### config.mk
export PLATFORM = sky130hd
export DESIGN_NAME = pwm_mode_timer
export DESIGN_NICKNAME = d
export VERILOG_FILES = /design/src/rtl/pmt_pkg.sv /design/src/rtl/pmt_regs.sv /design/src/rtl/pmt_core.sv /design/src/rtl/pmt_irq.sv /design/src/rtl/pwm_mode_timer.sv
export SDC_FILE = /design/constraint.sdc
export NUM_CORES = 1
export LEC_CHECK = 0
export BUFFER_PORTS_ARGS = -buffer_cell sky130_fd_sc_hd__clkbuf_2
export CAP_MARGIN = 20
export CELL_PAD_IN_SITES_DETAIL_PLACEMENT = 1
export CELL_PAD_IN_SITES_GLOBAL_PLACEMENT = 2
export CORE_MARGIN = 2
export CORE_UTILIZATION = 38
export CTS_BUF_LIST = sky130_fd_sc_hd__clkbuf_4
export CTS_CLUSTER_SIZE = 14
export DETAILED_ROUTE_END_ITERATION = 8
export PLACE_DENSITY = 0.89
export SYNTH_ARGS = -nofsm -noshare
export SYNTH_HDL_FRONTEND = slang
export SYNTH_HIERARCHICAL = 1
export SYNTH_SLANG_ARGS = --single-unit
### constraint.sdc
create_clock -name clk -period 10.6 [get_ports clk]
set_clock_uncertainty 0.2 [all_clocks]
set_input_delay 0.53 -clock clk [delete_from_list [all_inputs] [get_ports clk]]
set_output_delay 0.53 -clock clk [all_outputs]
set_load 0.02 [all_outputs]
### src/rtl/pmt_pkg.sv
package pmt_pkg;
  typedef enum logic [1:0] {
    MODE_TIMER = 2'b00,
    MODE_EVENT = 2'b01,
    MODE_PWM   = 2'b10,
    MODE_ALT   = 2'b11
  } pmt_mode_e;
endpackage

### src/rtl/pmt_regs.sv
module pmt_regs
  import pmt_pkg::*;
#(
  parameter int W = 16
) (
  input  logic         clk,
  input  logic         rst,
  input  logic         wr_reload,
  input  logic         wr_ctrl,
  input  logic [W-1:0] wdata,
  input  logic [1:0]   ctrl_mode,
  input  logic         ctrl_start,
  output logic [W-1:0] reload_q,
  output pmt_mode_e    mode_q,
  output logic         run_q,
  output pmt_mode_e    mode_nxt,
  output logic         run_nxt,
  output logic         restart,
  output logic         pwm_enter
);
  always_comb begin
    mode_nxt = wr_ctrl ? pmt_mode_e'(ctrl_mode) : mode_q;
    run_nxt  = wr_ctrl ? ctrl_start : run_q;
  end

  // start from halt, or a mode change while running, restarts the counter
  assign restart   = wr_ctrl && ctrl_start && (!run_q || (mode_nxt != mode_q));
  assign pwm_enter = wr_ctrl && (mode_nxt == MODE_PWM) && (mode_q != MODE_PWM);

  always_ff @(posedge clk) begin
    if (rst) begin
      reload_q <= '0;
      mode_q   <= MODE_TIMER;
      run_q    <= 1'b0;
    end else begin
      if (wr_reload) reload_q <= wdata;
      mode_q <= mode_nxt;
      run_q  <= run_nxt;
    end
  end

  assert_reset_mode_R1: assert property (@(posedge clk) rst |=> (mode_q == MODE_TIMER) && !run_q);
endmodule

### src/rtl/pmt_core.sv
module pmt_core
  import pmt_pkg::*;
#(
  parameter int W = 16
) (
  input  logic         clk,
  input  logic         rst,
  input  pmt_mode_e    mode_q,
  input  logic         run_q,
  input  pmt_mode_e    mode_nxt,
  input  logic         run_nxt,
  input  logic         restart,
  input  logic [W-1:0] reload_q,
  input  logic         tick,
  input  logic         evt,
  output logic [W-1:0] cnt_q,
  output logic         out_q,
  output logic         underflow,
  output logic         fall
);
  // last phase of a period of 2^W-1 ticks
  localparam logic [W-1:0] LAST_PHASE = {{(W-1){1'b1}}, 1'b0};

  logic [W-1:0] duty_q, cnt_n, duty_n, phase_n;
  logic         out_n, step, is_pwm, last;

  assign is_pwm = (mode_q == MODE_PWM);
  assign step   = run_q && run_nxt && !restart && ((mode_q == MODE_EVENT) ? evt : tick);
  assign last   = (cnt_q == LAST_PHASE);
  assign phase_n = last ? '0 : cnt_q + 1'b1;

  always_comb begin
    cnt_n     = cnt_q;
    duty_n    = duty_q;
    out_n     = out_q;
    underflow = 1'b0;
    if (restart) begin
      cnt_n  = (mode_nxt == MODE_PWM) ? '0 : reload_q;
      duty_n = reload_q;
      out_n  = (mode_nxt == MODE_PWM) && (reload_q != '0);
    end else if (!run_nxt) begin
      out_n = 1'b0;
    end else if (step) begin
      if (is_pwm) begin
        cnt_n  = phase_n;
        if (last) duty_n = reload_q;
        out_n  = phase_n < (last ? reload_q : duty_q);
      end else begin
        out_n = 1'b0;
        if (cnt_q == '0) begin
          cnt_n     = reload_q;
          underflow = 1'b1;
        end else begin
          cnt_n = cnt_q - 1'b1;
        end
      end
    end
  end

  assign fall = out_q && !out_n;

  always_ff @(posedge clk) begin
    if (rst) begin
      cnt_q  <= '0;
      duty_q <= '0;
      out_q  <= 1'b0;
    end else begin
      cnt_q  <= cnt_n;
      duty_q <= duty_n;
      out_q  <= out_n;
    end
  end

  // a halt freezes the counter
  assert_halt_freeze_R10: assert property (@(posedge clk) disable iff (rst)
    (run_q && !run_nxt) |=> $stable(cnt_q));
  assert_halt_high_low_R9: assert property (@(posedge clk) disable iff (rst)
    (run_q && is_pwm && out_q && !run_nxt) |=> !out_q);
  assert_out_pwm_only_R11: assert property (@(posedge clk) disable iff (rst)
    out_q |-> (is_pwm && run_q));
  assert_zero_duty_R6: assert property (@(posedge clk) disable iff (rst)
    (restart && mode_nxt == MODE_PWM && reload_q == '0) |=> !out_q);
endmodule

### src/rtl/pmt_irq.sv
module pmt_irq (
  input  logic clk,
  input  logic rst,
  input  logic set,
  input  logic clr,
  output logic irq_q
);
  always_ff @(posedge clk) begin
    if (rst)      irq_q <= 1'b0;
    else if (set) irq_q <= 1'b1;
    else if (clr) irq_q <= 1'b0;
  end

  assert_set_wins_R3: assert property (@(posedge clk) disable iff (rst) set |=> irq_q);
  assert_clear_holds_R3: assert property (@(posedge clk) disable iff (rst)
    (!set && (clr || !irq_q)) |=> !irq_q);
endmodule

### src/rtl/pwm_mode_timer.sv
module pwm_mode_timer
  import pmt_pkg::*;
#(
  parameter int W = 16
) (
  input  logic         clk,
  input  logic         rst,
  input  logic         wr_reload,
  input  logic         wr_ctrl,
  input  logic [W-1:0] wdata,
  input  logic [1:0]   ctrl_mode,
  input  logic         ctrl_start,
  input  logic         irq_clr,
  input  logic         tick,
  input  logic         evt,
  output logic [W-1:0] count_out,
  output logic         pwm_out,
  output logic         irq
);
  logic [W-1:0] reload_q;
  pmt_mode_e    mode_q, mode_nxt;
  logic         run_q, run_nxt, restart, pwm_enter, underflow, fall, irq_set;

  pmt_regs #(.W(W)) u_regs (
    .clk(clk), .rst(rst), .wr_reload(wr_reload), .wr_ctrl(wr_ctrl), .wdata(wdata),
    .ctrl_mode(ctrl_mode), .ctrl_start(ctrl_start), .reload_q(reload_q),
    .mode_q(mode_q), .run_q(run_q), .mode_nxt(mode_nxt), .run_nxt(run_nxt),
    .restart(restart), .pwm_enter(pwm_enter)
  );

  pmt_core #(.W(W)) u_core (
    .clk(clk), .rst(rst), .mode_q(mode_q), .run_q(run_q), .mode_nxt(mode_nxt),
    .run_nxt(run_nxt), .restart(restart), .reload_q(reload_q), .tick(tick), .evt(evt),
    .cnt_q(count_out), .out_q(pwm_out), .underflow(underflow), .fall(fall)
  );

  assign irq_set = underflow | fall | pwm_enter;

  pmt_irq u_irq (.clk(clk), .rst(rst), .set(irq_set), .clr(irq_clr), .irq_q(irq));

  assert_enter_irq_R2: assert property (@(posedge clk) disable iff (rst) pwm_enter |=> irq);
  assert_fall_irq_R7: assert property (@(posedge clk) disable iff (rst) $fell(pwm_out) |-> irq);
endmodule

==> impl_metrics.py <==
metrics = {
    "detailed_routing": {
        "vias": 3954,
        "drtPass1Iterations": 5,
        "post_drt_via_cell_ratio": 6.03,
        "ant_nets": 0,
        "drt-total-wl_um": 13800,
        "routedWlPerCell_um": 21.0,
        "drt_iter0_drc": 252,
        "drc_errors": 0,
    },
    "worst_setup_path": {
        "critPathLaunchType": "flip-flop",
        "cp_slowest_cell": "dfxtp_1",
        "critPathMaxFanout": 33,
        "cp_top_family": "simple AND/OR/NAND/NOR gates",
        "crit_type": "reg -> reg",
        "slowest_delay_ns": 0.66,
        "crit_required_ns": 10.69,
        "arrival_ns": 4.36,
        "path_cells": "nand4_1 -> nor4_2 -> buf_4 -> a21o_1 -> a21boi_0 -> or2_2 -> ha_1 -> a211oi_1 -> o21ai_0 -> o2111ai_1 -> a31oi_1 -> and2_1 -> or3_1 -> inv_1 -> a21oi_2",
        "setup.worst_path.end_class": "flip-flop",
        "crit_buf_inv": 2,
    },
    "clock_network": {
        "numCtsBuffers": 5,
        "cts_num_sinks": 53,
        "cts_tree": "done",
        "cts_setup_buffers": 0,
        "cts_max_path_buffers": 2,
        "clk_pin_slew_ns": 0.19,
        "ctsHoldBuffers": 0,
        "insertion_delay_ns": 0.40,
        "cts_repair_resize_count": 0,
        "cts_root_buf": "clkbuf_4",
        "htree_levels": 2,
    },
    "die": {
        "io_pins": 44,
        "die_w_um": 105,
        "core_sq_um": 9820,
        "start_util_pct": 39.4,
        "rows": 36,
        "die_area_sq_um": 11000,
        "die_h_um": 105,
    },
    "final_layout": {
        "syn2layout_area_growth_pct": 7.77,
        "antenna_cells": 0,
        "drive_gt1_share_pct": 13.4,
        "most-common-layout-cells": "66 x nand2_1, 53 x dfxtp_1, 52 x nor2_1",
        "final_common_cell": "nand2_1",
        "final_nets": 567,
    },
    "yosys": {
        "yosysWarnings": 6,
        "syn_inst": 505,
        "async_reset_ff_share_pct": 0,
        "syn_avg_cell_area_sq_um": 7.66,
        "ys_ff_latch": 53,
        "yosysSeqAreaShare_pct": 27.4,
        "synth-edff-count": 0,
        "synth_area_leaders": "dfxtp_1 27%, mux2i_1 8.8%, nand2_1 6.4%",
        "synth_top_area_cell": "dfxtp_1",
        "yosysTopAreaCellShare_pct": 27.4,
        "ys_types": 61,
        "synth.net_count": 550,
        "synth_area_sq_um": 3870,
        "synthFlopType": "dfxtp_1",
    },
    "global_route": {
        "grt-ovfl-total": 0,
        "antenna_found_initial": 0,
        "grt_pass1_wl_um": 21800,
        "grt_max_degree": 56,
        "grt_pass1_vias": 3953,
        "grt_use_total_pct": 24.9,
    },
    "power": {
        "switchingPower_mw": 0.204,
        "ir_worst_vdd_mv": 0.0751,
        "sw_frac_of_total_pct": 40.0,
        "combPwrFrac_pct": 33.8,
        "powerDensity_nw_per_um2": 123,
        "internal-power_mw": 0.307,
        "p_clk_share_pct": 19.9,
        "p_seq_share_pct": 46.3,
        "power.leakage_nw": 1.62,
    },
    "sta": {
        "drv_slew": 0,
        "tns_ns": 0,
        "slew-limit-headroom_pct": 22.8,
        "tightest_slew_ns": 1.15,
        "hold_violations": 0,
        "timing.fmax_mhz": 234,
        "setup-violations-final": 0,
        "min_period_ns": 4.27,
        "whs_ns": 0.166,
        "rsz0062_at_grt": "false",
        "period_share_pct": 40.2,
    },
    "place": {
        "gp_congestion": 1.03,
        "port_buffers": 43,
        "hpwl_um": 9920,
    },
    "job": {
        "cap_violations": 0,
    },
    "worst_hold_path": {
        "hp-class": "in -> reg",
    },
    "outcome": {
        "status": "finished, final reports clean",
    },
}
## worst paths after layout
| check | cells past startpoint | to | start | slack, ns |
|---|---|---|---|---|
| setup / recovery | 15 | u_irq/irq_q$_SDFFE_PP0P_ | u_core/cnt_q[6]$_SDFFE_PP0P_ | 6.33 |
| hold / removal | 3 | u_regs/reload_q[7]$_SDFFE_PP0P_ | wdata[7] | 0.17 |
| setup reg to reg | 15 | u_irq/irq_q$_SDFFE_PP0P_ | u_core/cnt_q[6]$_SDFFE_PP0P_ | 6.33 |
| hold reg to reg | 2 | u_core/duty_q[2]$_SDFFE_PP0P_ | u_core/duty_q[2]$_SDFFE_PP0P_ | 0.26 |
## stage by stage
stage                     setup WS (ns)  power, mW  utilization, %  area [sq um]  std cells
after floorplan                    6.43      0.358               -          3870        505
after global placement             6.56      0.404            41.8          4110        648
after detailed placement           6.41      0.409            41.8          4110        648
after CTS                          6.37      0.511            42.4          4170        656
after global routing               6.05      0.542            42.4          4170        656
final                              6.33      0.511            42.4          4170        656
## synth_stat cells (all sizes together) (7+ instances only)
cell    count
nand2      66
dfxtp      53
nor2       52
a21oi      40
mux2i      34
clkbuf     29
ha         19
o21ai      18
nor3       15
nand3      13
xnor2      13
a31oi      12
buf        11
o211ai     11
nand4      10
nor2b      10
nor4        9
nand2b      8
inv         7
## logic make-up after synthesis
group,synth area share [%]
flip-flops,27.4
buffers and inverters,5.83
multiplexers,9.39
AO/OA/AOI/OAI,20.9
AND/OR/NAND/NOR,26.0
adder cells (fa/ha/maj),6.15
XOR/XNOR,4.30
## layer usage
metal	GRT usage, %	up-vias	share of wire (%)	routed length (um)
li1	-	1871	-	-
met1	33.7	1900	45	6160
met2	41.3	160	46	6370
met5	0	-	0	0
met4	7.14	0	2.0	269
met3	3.56	23	6.9	946
## layout make-up
class                   count  area [sq um]
multi-input cells         405          2590
clock inverters             3          21.3
repair buffers             50           268
inverters                   7          26.3
flip-flops and latches     53          1060
clock buffers               5          37.5
fillers                  1276          5650
well taps                 133           166
## power groups by stage
stage               registers (mW)  clock network (mW)  logic, mW
global placement             0.240                   0      0.164
floorplan                    0.231                   0      0.127
detailed placement           0.241                   0      0.168
CTS                          0.236               0.105      0.170
global route                 0.240               0.115      0.188
finish                       0.237               0.102      0.173
## worst reg2reg max path, cell delays in order (launching register included)
cell	delay, ns
dfxtp_1	0.66
nand4_1	0.32
nor4_2	0.36
buf_4	0.44
a21o_1	0.14
a21boi_0	0.10
or2_2	0.34
ha_1	0.34
a211oi_1	0.23
o21ai_0	0.12
o2111ai_1	0.12
a31oi_1	0.13
and2_1	0.19
or3_1	0.36
inv_1	0.07
a21oi_2	0.04
## state kept, by name, summed over array words and instances, names as in the netlist
register and flops:
u_core/cnt_q 16, u_regs/reload_q 16, u_core/duty_q 16, u_regs/run_q 1
u_regs/mode_q 2, u_irq/irq_q 1, u_core/out_q 1
Power figures use the tool's default switching activity.
